**config.mk**
```make
export PLATFORM = sky130hd
export DESIGN_NAME = vfc_unit
export DESIGN_NICKNAME = d
export VERILOG_FILES = /design/src/rtl/vfc_pkg.sv /design/src/rtl/vfc_classify.sv /design/src/rtl/vfc_seq.sv /design/src/rtl/vfc_unit.sv
export SDC_FILE = /design/constraint.sdc
export NUM_CORES = 1
export LEC_CHECK = 0
export BUFFER_PORTS_ARGS = -buffer_cell sky130_fd_sc_hd__buf_2
export CELL_PAD_IN_SITES_DETAIL_PLACEMENT = 0
export CELL_PAD_IN_SITES_GLOBAL_PLACEMENT = 1
export CORE_MARGIN = 2
export CORE_UTILIZATION = 38
export CTS_CLUSTER_SIZE = 20
export DETAILED_ROUTE_END_ITERATION = 6
export PLACE_DENSITY = 0.92
export SYNTH_ARGS = -nofsm -noshare
export SYNTH_HDL_FRONTEND = slang
export SYNTH_SLANG_ARGS = --single-unit
```
**constraint.sdc**
```tcl
create_clock -name clk -period 4.75 [get_ports clk]
set_input_delay 0.95 -clock clk [delete_from_list [all_inputs] [get_ports clk]]
set_output_delay 0.95 -clock clk [all_outputs]
set_load 0.1 [all_outputs]
```
**src/rtl/vfc_pkg.sv**
```systemverilog
package vfc_pkg;
  typedef enum logic [1:0] {
    SEW16 = 2'd0,
    SEW32 = 2'd1,
    SEW64 = 2'd2,
    SEWRS = 2'd3
  } sew_e;

  localparam int CLS_W = 10;

  function automatic int exp_w(input int fmt);
    return (fmt == 0) ? 5 : (fmt == 1) ? 8 : 11;
  endfunction

  function automatic int man_w(input int fmt);
    return (fmt == 0) ? 10 : (fmt == 1) ? 23 : 52;
  endfunction

  function automatic logic [1:0] width_shift(input sew_e s);
    return (s == SEWRS) ? 2'd2 : 2'(s);
  endfunction
endpackage

```
**src/rtl/vfc_classify.sv**
```systemverilog
module vfc_classify #(
  parameter int EW = 8,
  parameter int MW = 23
) (
  input  logic [EW+MW:0] x,
  output logic [9:0]     cls
);
  logic          sgn;
  logic [EW-1:0] ex;
  logic [MW-1:0] mn;
  logic          ex_ones, ex_zero, mn_zero;

  assign sgn     = x[EW+MW];
  assign ex      = x[MW +: EW];
  assign mn      = x[MW-1:0];
  assign ex_ones = &ex;
  assign ex_zero = ~|ex;
  assign mn_zero = ~|mn;

  always_comb begin
    cls = '0;
    if (ex_ones) begin
      if (mn_zero) cls[sgn ? 0 : 7] = 1'b1;
      else         cls[mn[MW-1] ? 9 : 8] = 1'b1;
    end else if (ex_zero) begin
      if (mn_zero) cls[sgn ? 3 : 4] = 1'b1;
      else         cls[sgn ? 2 : 5] = 1'b1;
    end else begin
      cls[sgn ? 1 : 6] = 1'b1;
    end
  end
endmodule

```
**src/rtl/vfc_seq.sv**
```systemverilog
module vfc_seq #(
  parameter int VLW = 4
) (
  input  logic           clk,
  input  logic           rst_n,
  input  logic           start,
  input  logic [VLW-1:0] lim_in,
  output logic           busy,
  output logic [VLW-1:0] idx,
  output logic           last,
  output logic           done
);
  logic [VLW-1:0] lim_q;

  assign last = busy && (idx == lim_q - 1'b1);

  always_ff @(posedge clk) begin
    if (!rst_n) begin
      busy  <= 1'b0;
      idx   <= '0;
      lim_q <= '0;
      done  <= 1'b0;
    end else begin
      done <= 1'b0;
      if (!busy) begin
        if (start) begin
          busy  <= 1'b1;
          idx   <= '0;
          lim_q <= lim_in;
        end
      end else if (last) begin
        busy <= 1'b0;
        done <= 1'b1;
      end else begin
        idx <= idx + 1'b1;
      end
    end
  end

  // the walk is never restarted by start while busy
  a_r9_no_restart: assert property (@(posedge clk) disable iff (!rst_n)
    (busy && !last) |=> (busy && idx == $past(idx) + 1'b1));
  // done is a single-cycle pulse
  a_r9_done_single: assert property (@(posedge clk) disable iff (!rst_n)
    done |=> !done);
  // done only follows the final index
  a_r9_done_after_last: assert property (@(posedge clk) disable iff (!rst_n)
    done |-> $past(last));
endmodule

```
**src/rtl/vfc_unit.sv**
```systemverilog
module vfc_unit
  import vfc_pkg::*;
#(
  parameter int VLEN  = 128,
  parameter int MAXE  = VLEN / 16,
  parameter int VLW   = $clog2(MAXE + 1),
  parameter int IW    = (MAXE > 1) ? $clog2(MAXE) : 1
) (
  input  logic            clk,
  input  logic            rst_n,
  input  logic            start,
  input  logic [1:0]      sew_sel,
  input  logic [VLW-1:0]  vl,
  input  logic            vm,
  input  logic [MAXE-1:0] mask,
  input  logic [VLEN-1:0] src_vec,
  input  logic [VLEN-1:0] dst_in,
  output logic [VLEN-1:0] dst_out,
  output logic            done
);
  localparam logic [VLW-1:0] MAXE_V = VLW'(MAXE);

  logic [VLEN-1:0] src_q, dst_q;
  logic [MAXE-1:0] mask_q;
  logic [VLW-1:0]  vl_q;
  logic            vm_q;
  sew_e            sew_q;

  logic            busy, last;
  logic [VLW-1:0]  idx;
  logic [VLW-1:0]  lim_in;
  logic            accept;
  logic [63:0]     raw;
  logic [9:0]      cls_fmt [3];
  logic [9:0]      cls;
  logic            in_body, active;
  logic [63:0]     wr_val;

  function automatic logic [63:0] pick(input logic [VLEN-1:0] v,
                                       input logic [VLW-1:0] i, input sew_e s);
    case (s)
      SEW16:   return {48'd0, v[int'(i)*16 +: 16]};
      SEW32:   return {32'd0, v[int'(i)*32 +: 32]};
      default: return v[int'(i)*64 +: 64];
    endcase
  endfunction

  assign lim_in = MAXE_V >> width_shift(sew_e'(sew_sel));
  assign accept = start && !busy;

  vfc_seq #(.VLW(VLW)) seq_i (
    .clk(clk), .rst_n(rst_n), .start(start), .lim_in(lim_in),
    .busy(busy), .idx(idx), .last(last), .done(done)
  );

  assign raw = pick(src_q, idx, sew_q);

  for (genvar f = 0; f < 3; f++) begin : g_fmt
    localparam int EW = exp_w(f);
    localparam int MW = man_w(f);
    vfc_classify #(.EW(EW), .MW(MW)) cls_i (
      .x(raw[EW+MW:0]), .cls(cls_fmt[f])
    );
  end

  assign cls     = cls_fmt[width_shift(sew_q)];
  assign in_body = idx < vl_q;
  assign active  = vm_q || mask_q[idx[IW-1:0]];
  assign wr_val  = in_body ? {54'd0, cls} : 64'd0;

  always_ff @(posedge clk) begin
    if (!rst_n) begin
      src_q  <= '0;
      dst_q  <= '0;
      mask_q <= '0;
      vl_q   <= '0;
      vm_q   <= 1'b1;
      sew_q  <= SEW16;
    end else if (accept) begin
      src_q  <= src_vec;
      dst_q  <= dst_in;
      mask_q <= mask;
      vl_q   <= vl;
      vm_q   <= vm;
      sew_q  <= sew_e'(sew_sel);
    end else if (busy && !(in_body && !active)) begin
      case (sew_q)
        SEW16:   dst_q[int'(idx)*16 +: 16] <= wr_val[15:0];
        SEW32:   dst_q[int'(idx)*32 +: 32] <= wr_val[31:0];
        default: dst_q[int'(idx)*64 +: 64] <= wr_val;
      endcase
    end
  end

  assign dst_out = dst_q;

  // a tail element reads zero right after its cycle
  a_r8_tail_zero: assert property (@(posedge clk) disable iff (!rst_n)
    (busy && !in_body) |=> (pick(dst_q, $past(idx), sew_q) == 64'd0));
  // a masked-off element is left untouched
  a_r7_masked_keep: assert property (@(posedge clk) disable iff (!rst_n)
    (busy && in_body && !active) |=>
      (pick(dst_q, $past(idx), sew_q) == $past(pick(dst_q, idx, sew_q))));
  // an active element holds exactly one code bit, zero-extended
  a_r6_onehot_code: assert property (@(posedge clk) disable iff (!rst_n)
    (busy && in_body && active) |=> $onehot(pick(dst_q, $past(idx), sew_q)));
endmodule

```
==> summary.txt <==
Die
  • Die H: 197 um
  • FP Rows: 70
  • Total core area: 0.0367 mm2
  • Io pins: 403
  • Initial core utilization: 38.7%
  • Chip width: 197 um
  • Area of the die: 0.0390 mm2

STA
  • Layout Skew: 0.0122 ns
  • Crit path time final: 4.22 ns
  • Setup TNS: 0 ns
  • Hold Vio Cnt, Final: 0
  • RSZ-0062 raised after global routing: no
  • Crit share post-route: 88.9%
  • Pins Over Slew Limit: 0
  • Tightest Pin Transition: 1.21 ns
  • Slew headroom: 17.1%
  • Final setup margin: 0.529 ns
  • Fmax: 0.237 GHz
  • Setup-failing EPs final: 0

GRT
  • Initial antenna violation count: 6
  • Largest net degree at the start of global routing: 183
  • First-pass GRT wire length: 87.1 mm
  • GRT overflow: 0
  • GR Util All Layers: 28.8%
  • Number of global-route vias before repair: 14.4k

Place
  • Placement-stage cell area: 0.0167 mm2
  • Placed insts: 2563
  • Port Buffers: 402
  • GP Congestion: 0.950
  • Hpwl dp: 44.2 mm
  • Pre-CTS setup slack: 0.632 ns

Power and ir drop
  • Pleak: 7.21 nW
  • Power density over cell area: 388 mW/mm2
  • VDD IR-drop max: 271 uV

Worst setup path
  • Worst r2r dst: dst_out[3]
  • Crit-path cells: buf_4, mux2_2, a221o_1, a21oi_1, o2111ai_1, a211o_1, nor4_1, o211ai_1, o32ai_1
  • Worst Setup End Kind: flop
  • Worst r2r src: seq_i.idx[1]
  • WS Path Type: flop to flop
  • Critical Path Slowest Stage Cell: dfxtp_2
  • Flop2flop setup slack: 0.53 ns
  • Delay of the slowest cell on the worst path: 0.85 ns
  • CP delay by family, top: compound AO/OA/AOI/OAI gates
  • CP bufs+invs: 1
  • Crit-path max FO: 33
  • WP data arrival: 4.70 ns
  • Worst reg-to-reg path cell count: 9
  • Worst path required time: 5.22 ns
  • Crit start category: flop

Clocking
  • CTS tree: yes
  • Clock Latency Late Sink: 0.58 ns
  • Post-cts resize count: 0
  • Post-CTS Hold Buffers: 0
  • H-Tree Depth: 1
  • CTS Sinks: 281
  • CTS root buf: clkbuf_16
  • CTS clk-pin slew, worst paths: 0.06 ns
  • CTS max path bufs: 3
  • Buffer count from post-CTS setup fixing: 0
  • CTS buffer count: 31

Yosys
  • Count leader, synth: nand2_1
  • Mapped Nets: 2071
  • Post-synth EDFFs: 0
  • Yosys reg bits: 281
  • Synth area leaders: dfxtp_1 40%, nand2_1 9.9%, a21oi_1 8.6%, mux4_2 4.8%, a22oi_1 3.1%
  • Post-synth top cells: 376 x nand2_1, 281 x dfxtp_1, 244 x a21oi_1, 114 x clkbuf_1, 108 x nor2_1
  • Sequential area share after synthesis: 39.6%
  • Synth cell types: 77
  • Synth top area share: 39.6%
  • Synth Area per Inst: 7.94 um2
  • Yosys top cell by area: dfxtp_1
  • Share of async-settable or async-resettable flops after synthesis: 0%
  • Synth warn: 0
  • Cells after Synth: 1789
  • Mapped cell area: 0.0142 mm2
  • Prevailing post-synth register cell: dfxtp_1

Drt
  • Final WL: 58.8 mm
  • Post-route ant nets: 0
  • Starting DRT DRC Count: 1735
  • Via/cell ratio: 5.90
  • First drt pass iteration count: 7
  • Drc violations: 0
  • Via count: 15.5k
  • WL per Instance: 22.4 um

Worst hold path
  • Hold Startpoint: vl_q[3]
  • Hold depth: 2
  • Hold/Removal Path Class: flop to flop
  • Hold EP: vl_q[3]

Finish
  • Final nets: 2410
  • Post-route cell area: 0.0177 mm2
  • Fraction of layout cells with a size suffix above 1: 27.0%
  • Fin util: 48.1%
  • Synthesis-to-finish area growth: 24.2%
  • Non-filler cells, final: 2624

Outcome
  • Status: complete, no violations

Job
  • Max Cap Viol: 0
through the flow:
stage	total power [mW]	hold slack (ns)
after floorplan	3.96	0.433
after global placement	4.50	0.446
after detailed placement	4.51	0.449
after CTS	6.85	0.458
after global routing	7.10	0.476
final	6.85	0.456
routing by layer:
layer  vias to the layer above  wire [um]  global-route usage, %
li1                       7198          -                      -
met1                      7354      25800                   41.6
met2                       820      26000                   43.8
met3                       101       5370                   4.93
met4                         2       1600                   8.72
met5                         -         13                      0
state kept, by name (all words and copies together) (netlist names):
| signal | cells |
|---|---|
| seq_i.done | 1 |
| seq_i.lim_q | 4 |
| vl_q | 4 |
| seq_i.busy | 1 |
| dst_out | 128 |
| sew_q | 2 |
| seq_i.idx | 4 |
| vm_q | 1 |
| mask_q | 8 |
| src_q | 128 |
power by group:
group	internal, mW	switching (mW)
sequential	2.51	0.171
combinational	0.500	1.31
clock	1.34	1.02
cells in the final DEF, fill, tap and decap left out, types with 19 or more instances in the layout:
cell type | netlist | layout
a211oi_1 | 20 | 20
a21oi_1 | 244 | 243
a22oi_1 | 59 | 59
a31oi_1 | 19 | 19
buf_2 | 13 | 402
buf_4 | 9 | 47
clkbuf_16 | 0 | 31
dfxtp_1 | 281 | 279
mux2_2 | 21 | 21
mux4_2 | 30 | 30
nand2_1 | 376 | 375
nand3_1 | 58 | 58
nand4_1 | 21 | 21
nor2_1 | 108 | 108
nor3_1 | 51 | 51
nor4_1 | 25 | 24
o21ai_0 | 51 | 49
worst max path at each step:
| stage | startpoint | to | slack (ns) | depth (start not counted) |
|---|---|---|---|---|
| after floorplan | seq_i.idx[0] | dst_out[4] | 1.37 | 15 |
| after global placement | seq_i.idx[0] | dst_out[67] | 0.63 | 8 |
| after global routing | seq_i.idx[0] | dst_out[3] | 0.13 | 8 |
| after detailed placement | seq_i.idx[0] | dst_out[3] | 0.63 | 8 |
| after CTS | seq_i.idx[0] | dst_out[3] | 0.60 | 8 |
| final | seq_i.idx[1] | dst_out[3] | 0.53 | 9 |
logic make-up after synthesis:
kind of cell,share of synthesized area [%]
and+or+nand+nor,23.2
muxes,7.55
adders and majority gates,0.704
AOI/OAI and AO/OA,23.7
DFF,39.6
buffers and inverters,4.76
xor gates and xnor gates,0.493
tightest hold or removal path, cell delays in order, from the launching register on:
cell     delay (ns)
dfxtp_1        0.30
nand2_1        0.05
a21oi_1        0.05
cell type report:
cell class / instances / area, um2
clock buffer: 42 / 867
antenna: 5 / 12.5
clock inverter: 14 / 124
timing repair buffer: 452 / 2420
tap: 468 / 586
multi-input combinational: 1343 / 7930
sequential: 281 / 5630
fill: 3636 / 19000
inverter: 19 / 76.3
No activity file was read; power rests on OpenSTA's default activity.
